**config.mk**
```make
export PLATFORM = sky130hd
export DESIGN_NAME = seg_gate_ctrl
export DESIGN_NICKNAME = d
export VERILOG_FILES = /design/src/rtl/seg_gate_pkg.sv /design/src/rtl/seg_status_table.sv /design/src/rtl/seg_lowest_pick.sv /design/src/rtl/seg_req_fsm.sv /design/src/rtl/seg_gate_ctrl.sv
export SDC_FILE = /design/constraint.sdc
export NUM_CORES = 1
export LEC_CHECK = 0
export BUFFER_PORTS_ARGS = -buffer_cell sky130_fd_sc_hd__buf_2
export CAP_MARGIN = 40
export CORE_MARGIN = 2
export CORE_UTILIZATION = 49
export CTS_BUF_LIST = sky130_fd_sc_hd__clkbuf_8
export DETAILED_ROUTE_END_ITERATION = 10
export GPL_TIMING_DRIVEN = 0
export PLACE_DENSITY = 0.79
export SYNTH_ARGS = -nofsm -noshare
export SYNTH_HDL_FRONTEND = slang
export SYNTH_HIERARCHICAL = 1
export SYNTH_SLANG_ARGS = --single-unit
```
**constraint.sdc**
```tcl
create_clock -name clk -period 4.3 [get_ports clk]
set_input_delay 0.86 -clock clk [delete_from_list [all_inputs] [get_ports clk]]
set_output_delay 0.86 -clock clk [all_outputs]
set_load 0.01 [all_outputs]
```
**src/rtl/seg_gate_pkg.sv**
```systemverilog
package seg_gate_pkg;
  typedef enum logic {
    GATE_IDLE = 1'b0,
    GATE_WAIT = 1'b1
  } gate_state_e;
endpackage

```
**src/rtl/seg_status_table.sv**
```systemverilog
module seg_status_table #(
  parameter int NUM_SEG = 8,
  parameter int ID_W    = 3
) (
  input  logic               clk,
  input  logic               rst_n,
  input  logic               upd_en,
  input  logic               upd_sat,
  input  logic [ID_W-1:0]    upd_id,
  output logic [NUM_SEG-1:0] ver_o,
  output logic [NUM_SEG-1:0] lock_o
);
  logic [NUM_SEG-1:0] ver_q, lock_q;

  for (genvar g = 0; g < NUM_SEG; g++) begin : g_entry
    logic hit, ver_d, lock_d, ver_ce, lock_ce;

    always_comb begin
      hit     = upd_en && (upd_id == ID_W'(g));
      ver_ce  = hit && upd_sat;
      lock_ce = hit && !upd_sat;
      ver_d   = 1'b1;
      lock_d  = 1'b1;
    end

    always_ff @(posedge clk or negedge rst_n) begin
      if (!rst_n) begin
        ver_q[g]  <= 1'b0;
        lock_q[g] <= 1'b0;
      end else begin
        if (ver_ce)  ver_q[g]  <= ver_d;
        if (lock_ce) lock_q[g] <= lock_d;
      end
    end
  end

  assign ver_o  = ver_q;
  assign lock_o = lock_q;

  // flags are sticky until reset
  assert_ver_sticky_R10: assert property (@(posedge clk) disable iff (!rst_n)
    1'b1 |=> ((ver_q & $past(ver_q)) == $past(ver_q)));
  assert_lock_sticky_R10: assert property (@(posedge clk) disable iff (!rst_n)
    1'b1 |=> ((lock_q & $past(lock_q)) == $past(lock_q)));
  // a segment is never both verified and locked
  assert_ver_lock_excl_R7: assert property (@(posedge clk) disable iff (!rst_n)
    (ver_q & lock_q) == '0);
endmodule

```
**src/rtl/seg_lowest_pick.sv**
```systemverilog
module seg_lowest_pick #(
  parameter int NUM_SEG = 8,
  parameter int ID_W    = 3
) (
  input  logic [NUM_SEG-1:0] vec_i,
  output logic               any_o,
  output logic [ID_W-1:0]    idx_o
);
  always_comb begin
    any_o = |vec_i;
    idx_o = '0;
    for (int i = NUM_SEG - 1; i >= 0; i--) begin
      if (vec_i[i]) idx_o = ID_W'(i);
    end
  end
endmodule

```
**src/rtl/seg_req_fsm.sv**
```systemverilog
module seg_req_fsm
  import seg_gate_pkg::*;
#(
  parameter int ID_W = 3
) (
  input  logic            clk,
  input  logic            rst_n,
  input  logic            pend_any,
  input  logic [ID_W-1:0] pend_idx,
  input  logic            chk_done,
  output logic            req_o,
  output logic [ID_W-1:0] id_o,
  output logic            upd_en_o
);
  gate_state_e st_q, st_d;
  logic [ID_W-1:0] id_q, id_d;
  logic id_ce;

  always_comb begin
    st_d     = st_q;
    id_d     = pend_idx;
    id_ce    = 1'b0;
    upd_en_o = 1'b0;
    case (st_q)
      GATE_IDLE: if (pend_any) begin
        st_d  = GATE_WAIT;
        id_ce = 1'b1;
      end
      GATE_WAIT: if (chk_done) begin
        st_d     = GATE_IDLE;
        upd_en_o = 1'b1;
      end
      default: st_d = GATE_IDLE;
    endcase
  end

  always_ff @(posedge clk or negedge rst_n) begin
    if (!rst_n) begin
      st_q <= GATE_IDLE;
      id_q <= '0;
    end else begin
      st_q <= st_d;
      if (id_ce) id_q <= id_d;
    end
  end

  assign req_o = (st_q == GATE_WAIT);
  assign id_o  = id_q;

  // an unanswered query holds its index
  assert_req_hold_R5: assert property (@(posedge clk) disable iff (!rst_n)
    (req_o && !chk_done) |=> (req_o && $stable(id_o)));
  // idle with pending work issues a query on the next edge
  assert_issue_R4: assert property (@(posedge clk) disable iff (!rst_n)
    (!req_o && pend_any) |=> req_o);
endmodule

```
**src/rtl/seg_gate_ctrl.sv**
```systemverilog
module seg_gate_ctrl #(
  parameter int NUM_SEG = 8,
  localparam int ID_W   = (NUM_SEG > 1) ? $clog2(NUM_SEG) : 1
) (
  input  logic               clk,
  input  logic               rst_n,
  input  logic [NUM_SEG-1:0] exec_req,
  output logic [NUM_SEG-1:0] seg_en,
  output logic               stall,
  output logic               chk_req,
  output logic [ID_W-1:0]    chk_id,
  input  logic               chk_done,
  input  logic               chk_sat
);
  logic [NUM_SEG-1:0] ver, lock, pend;
  logic               pend_any, upd_en;
  logic [ID_W-1:0]    pend_idx;

  assign pend   = exec_req & ~ver & ~lock;
  assign seg_en = exec_req & ver & ~lock;
  assign stall  = |(exec_req & ~ver);

  seg_status_table #(.NUM_SEG(NUM_SEG), .ID_W(ID_W)) u_table (
    .clk(clk), .rst_n(rst_n), .upd_en(upd_en), .upd_sat(chk_sat),
    .upd_id(chk_id), .ver_o(ver), .lock_o(lock)
  );

  seg_lowest_pick #(.NUM_SEG(NUM_SEG), .ID_W(ID_W)) u_pick (
    .vec_i(pend), .any_o(pend_any), .idx_o(pend_idx)
  );

  seg_req_fsm #(.ID_W(ID_W)) u_fsm (
    .clk(clk), .rst_n(rst_n), .pend_any(pend_any), .pend_idx(pend_idx),
    .chk_done(chk_done), .req_o(chk_req), .id_o(chk_id), .upd_en_o(upd_en)
  );

  // a query never targets a resolved segment
  assert_query_unresolved_R7: assert property (@(posedge clk) disable iff (!rst_n)
    chk_req |-> (!ver[chk_id] && !lock[chk_id]));
  // no query while in reset
  always_comb begin
    if (!rst_n) assert_no_req_in_reset_R1: assert (!chk_req);
  end
endmodule

```
; Word level (Yosys, flattened, before mapping)
; Cells that the tools add are included.
; Widths: inputs -> output; s select.
[word_totals]
reg_bits = 20
inputBits = 12
output_inout_bits = 13
wordCells = 74
[classes]
n_eq_ne = 7
mux = 14
bitwise = 7
n_reduce_logical = 28
[ops]
columns = cell, count
row1 = $and 8x8->8, 4
row2 = $logic_and 1x1->1, 24
row3 = $mux 3, 8
row4 = $not 8->8, 2
row5 = $reduce_or 8->1, 2
row6 = $eq 3x3->1 const B, 4
row7 = $eq 3x2->1 const B, 2
row8 = $mux 1, 5
row9 = $eq 3x1->1 const B, 1
row10 = $logic_not 3->1, 1
row11 = $pmux 1 s2, 1
row12 = $logic_not 1->1, 1
row13 = $not 1->1, 1

; Logic depth before layout (Yosys ltp)
[depth]
depth_word = 11
ltp_mapped = 6
ltp_nobuf = 6

; Modules after synthesis
; The synthesis kept the hierarchy.
[modules_own_cells]
columns = mod, instances, cells_per_inst, area_per_inst_um2, seq_area_each_um2
row1 = seg_status_table, 1, 46, 645.6, 400.4
row2 = seg_req_fsm, 1, 11, 178.9, 100.1
row3 = seg_gate_ctrl, 1, 28, 177.7, 0.0
row4 = seg_lowest_pick, 1, 13, 81.3, 0.0

; Worst setup path before layout
; Ideal clock, no wire load.
[synth_timing]
path_kind = input -> output
from = in exec_req[1]
to = out stall
arrival_ps = 1431
t_required_ps = 3440
slack_ps = 2009
cell_stages = 3
path_buffers = 0
cell_sequence = inv_1 > o2111ai_1 > or3_1
[synth_between]
elab_chain_len = 2
[synth_lines]
columns = element, line
row1 = start: declaration, seg_gate_ctrl.sv:7  ; input logic [NUM_SEG-1:0] exec_req,
row2 = $and 8x8->8, seg_gate_ctrl.sv:21  ; assign stall = |(exec_req & ~ver);
row3 = $reduce_or 8->1, seg_gate_ctrl.sv:21
row4 = end: declaration, seg_gate_ctrl.sv:9  ; output logic stall,
; Every way passes these cells.

; Final worst setup path
[layout_timing]
from = in exec_req[7]
to = out stall
; The elaborated chain is that of the path after synthesis.

==> flow_summary.json <==
{
  "status": "finished, final reports clean",
  "syn_nets": 110,
  "syn_inst": 98,
  "n_antenna_cell": 0,
  "routed_wl_mm": 2.39,
  "cts-root-buf": "clkbuf_8",
  "max_clock_freq_mhz": 396,
  "vias": 861,
  "portBuffers": 24,
  "final_antenna_net_count": 0,
  "syn_avg_cell_area_um2": 11.1,
  "finalSetupViolations": 0,
  "netlist_area_um2": 1080,
  "synth.most_common_cell": "dfrtp_1",
  "synth.area.top_cells": "dfrtp_1, nor3b_1, a41o_1",
  "hold_violations": 0,
  "avgRoutedWirePerCell_um": 15.5,
  "clk_pin_slew_ps": 70,
  "holdWs_ps": 478,
  "yosys-top-cells-count": "dfrtp_1, inv_1, nor3b_1",
  "placementRows": 17,
  "synthFlopType": "dfrtp_1",
  "async_flop_share_pct": 100,
  "ys_seq_elements": 20,
  "slew_headroom_pct": 68.8,
  "seqCellArea_um2": 500,
  "cts_tree": "built",
  "min_path_cells": 1,
  "worstSetupEndpointType": "output port",
  "die_area_um2": 2600,
  "clockBufferDepth": 2,
  "synth.top_cell.area_share_pct": 46.2,
  "reg2regPathDepth": 5,
  "grt_max_degree": 21,
  "path_cells": "buf_2 -> nand2b_1 -> o2111ai_1 -> or3_1 -> buf_2",
  "fillers": 191,
  "setup_tns_ps": 0,
  "drt_iter0_markers": 21,
  "critPathLaunchType": "input port",
  "yosysUniqueCellTypes": 32,
  "drive_gt1_share_pct": 34.9,
  "cts_resized": 0,
  "core_area_um2": 2150,
  "hpwl_mm": 1.72,
  "cts_sinks": 20,
  "track_usage_pct": 20.9,
  "worst_pin_slew_ps": 466,
  "synth_warnings": 6,
  "die_y_um": 51.0,
  "finClkSkew_ps": 2.02,
  "p_leak_nw": 0.628,
  "synth_edf_count": 0,
  "worstPathArrival_ps": 1660,
  "drc": 0,
  "rsz0062_at_grt": "false",
  "period_share_pct": 58.7,
  "dr.pass1.iters": 4,
  "irDropWorstVdd_v": 0.000372,
  "hold_path.class": "reg -> reg",
  "critPathSlowestCell": "or3_1",
  "h-tree-depth": 1,
  "cpMostUsedCell": "buf_2",
  "worstPathMaxFanout": 3,
  "insertion_delay_ps": 250,
  "die_w_um": 51.0,
  "ios": 25,
  "fin_crit_ps": 2520,
  "viasPerCell": 5.59,
  "hold_buffers": 0,
  "grt_pass1_vias": 897,
  "slew_viol_final": 0,
  "areaGrowthSynthToFinish_pct": 19.4,
  "ys_seq_area_share_pct": 46.2,
  "cap_viol_max_count": 0,
  "antenna_found_initial": 0,
  "p_per_area_nw_per_um2": 724,
  "grt_first_pass_wirelength_mm": 4.11,
  "initial_core_util_pct": 50.4,
  "cp.required_ps": 3440,
  "multi_input_area_um2": 538,
  "path_class": "in -> out",
  "layout.nets": 139,
  "cpPeakStageDelay_ps": 370,
  "cts_setup_buffers": 0,
  "gp_congestion": 0.830,
  "yosys.area.top_type": "dfrtp_1",
  "gr-total-overflow": 0,
  "numCtsBuffers": 3
}
-- routing by layer --
metal,GRT usage (%),up-vias,wire [µm]
met5,0,-,0
met4,4.05,0,0
met3,1.75,0,102
met2,36.6,17,1170
met1,28.2,428,1120
li1,-,416,-
-- cell families (layout without fill, tap and decap cells) --
group                  Yosys count  after routing  synth area share, %
multiplexers                     3              3                 4.16
flip-flops                      20             20                 46.2
AO/OA/AOI/OAI                   25             25                 18.6
buffers and inverters           11             39                 4.16
AND/OR/NAND/NOR                 39             39                 26.9
-- final cells by class --
| type | instances | area share (%) |
|---|---|---|
| timing repair buffer | 24 | 9.28 |
| clock buffer | 4 | 4.26 |
| multi-input combinational | 67 | 41.6 |
| inverter | 8 | 2.32 |
| buffer | 3 | 1.16 |
| sequential | 20 | 38.7 |
| tap | 28 | 2.71 |
-- worst max-delay path, delay by kind of cell --
kind,cells,cell delay [ps]
simple gates,2,450
buf+inv,2,250
compound gates,1,110
-- metrics by stage --
| step | instance area, µm² | utilization (%) | setup slack (ps) | total power, mW | cells |
|---|---|---|---|---|---|
| 3_5_place_dp | 1240 | 57.7 | 1760 | 0.794 | 150 |
| 4_1_cts | 1290 | 60.2 | 1760 | 0.941 | 154 |
| 3_3_place_gp | 1240 | 57.7 | 1770 | 0.781 | 150 |
| 5_1_grt | 1290 | 60.2 | 1710 | 1.01 | 154 |
| 6_report | 1290 | 60.2 | 1780 | 0.937 | 154 |
| 2_1_floorplan | 1080 | - | 2010 | 0.673 | 98 |
-- state kept, by name, summed over array words and instances, names as in the netlist --
register and count:
u_fsm/id_o 3, u_fsm/req_o 1, u_table/ver_o 8, u_table/lock_o 8
-- path summary, 6_finish.rpt --
| kind | startpoint | to | slack (ps) |
|---|---|---|---|
| worst max-delay path | exec_req[7] | stall | 1780 |
| worst min-delay path | u_table/lock_o[2] | u_table/lock_o[2] | 480 |
| worst max register to register | u_table/ver_o[7] | u_fsm/id_o[1] | 2600 |
| worst min register to register | u_table/lock_o[2] | u_table/lock_o[2] | 480 |
| max in group asynchronous | rst_n | u_fsm/req_o | 3450 |
| min in group asynchronous | rst_n | u_table/lock_o[2] | 540 |
-- layout by cell type (no fill, tap or decap), types with 2 or more instances in the layout --
cell / count
mux2_4: 3
clkbuf_8: 4
a41o_1: 5
o22ai_1: 2
inv_1: 8
o21bai_1: 5
nor3_1: 5
nor2b_4: 3
nor2_1: 3
buf_2: 27
nand2b_1: 4
a21o_1: 3
nor3b_1: 8
a31o_1: 4
nand3_1: 2
nor3b_2: 2
and3b_1: 3
dfrtp_1: 20
-- report_power, final --
| part | total, mW | internal, mW | switching (mW) |
|---|---|---|---|
| Combinational | 0.420 | 0.227 | 0.194 |
| Sequential | 0.377 | 0.283 | 0.0936 |
| Clock | 0.140 | 0.0813 | 0.0591 |
No activity file was read; power rests on OpenSTA's default activity.
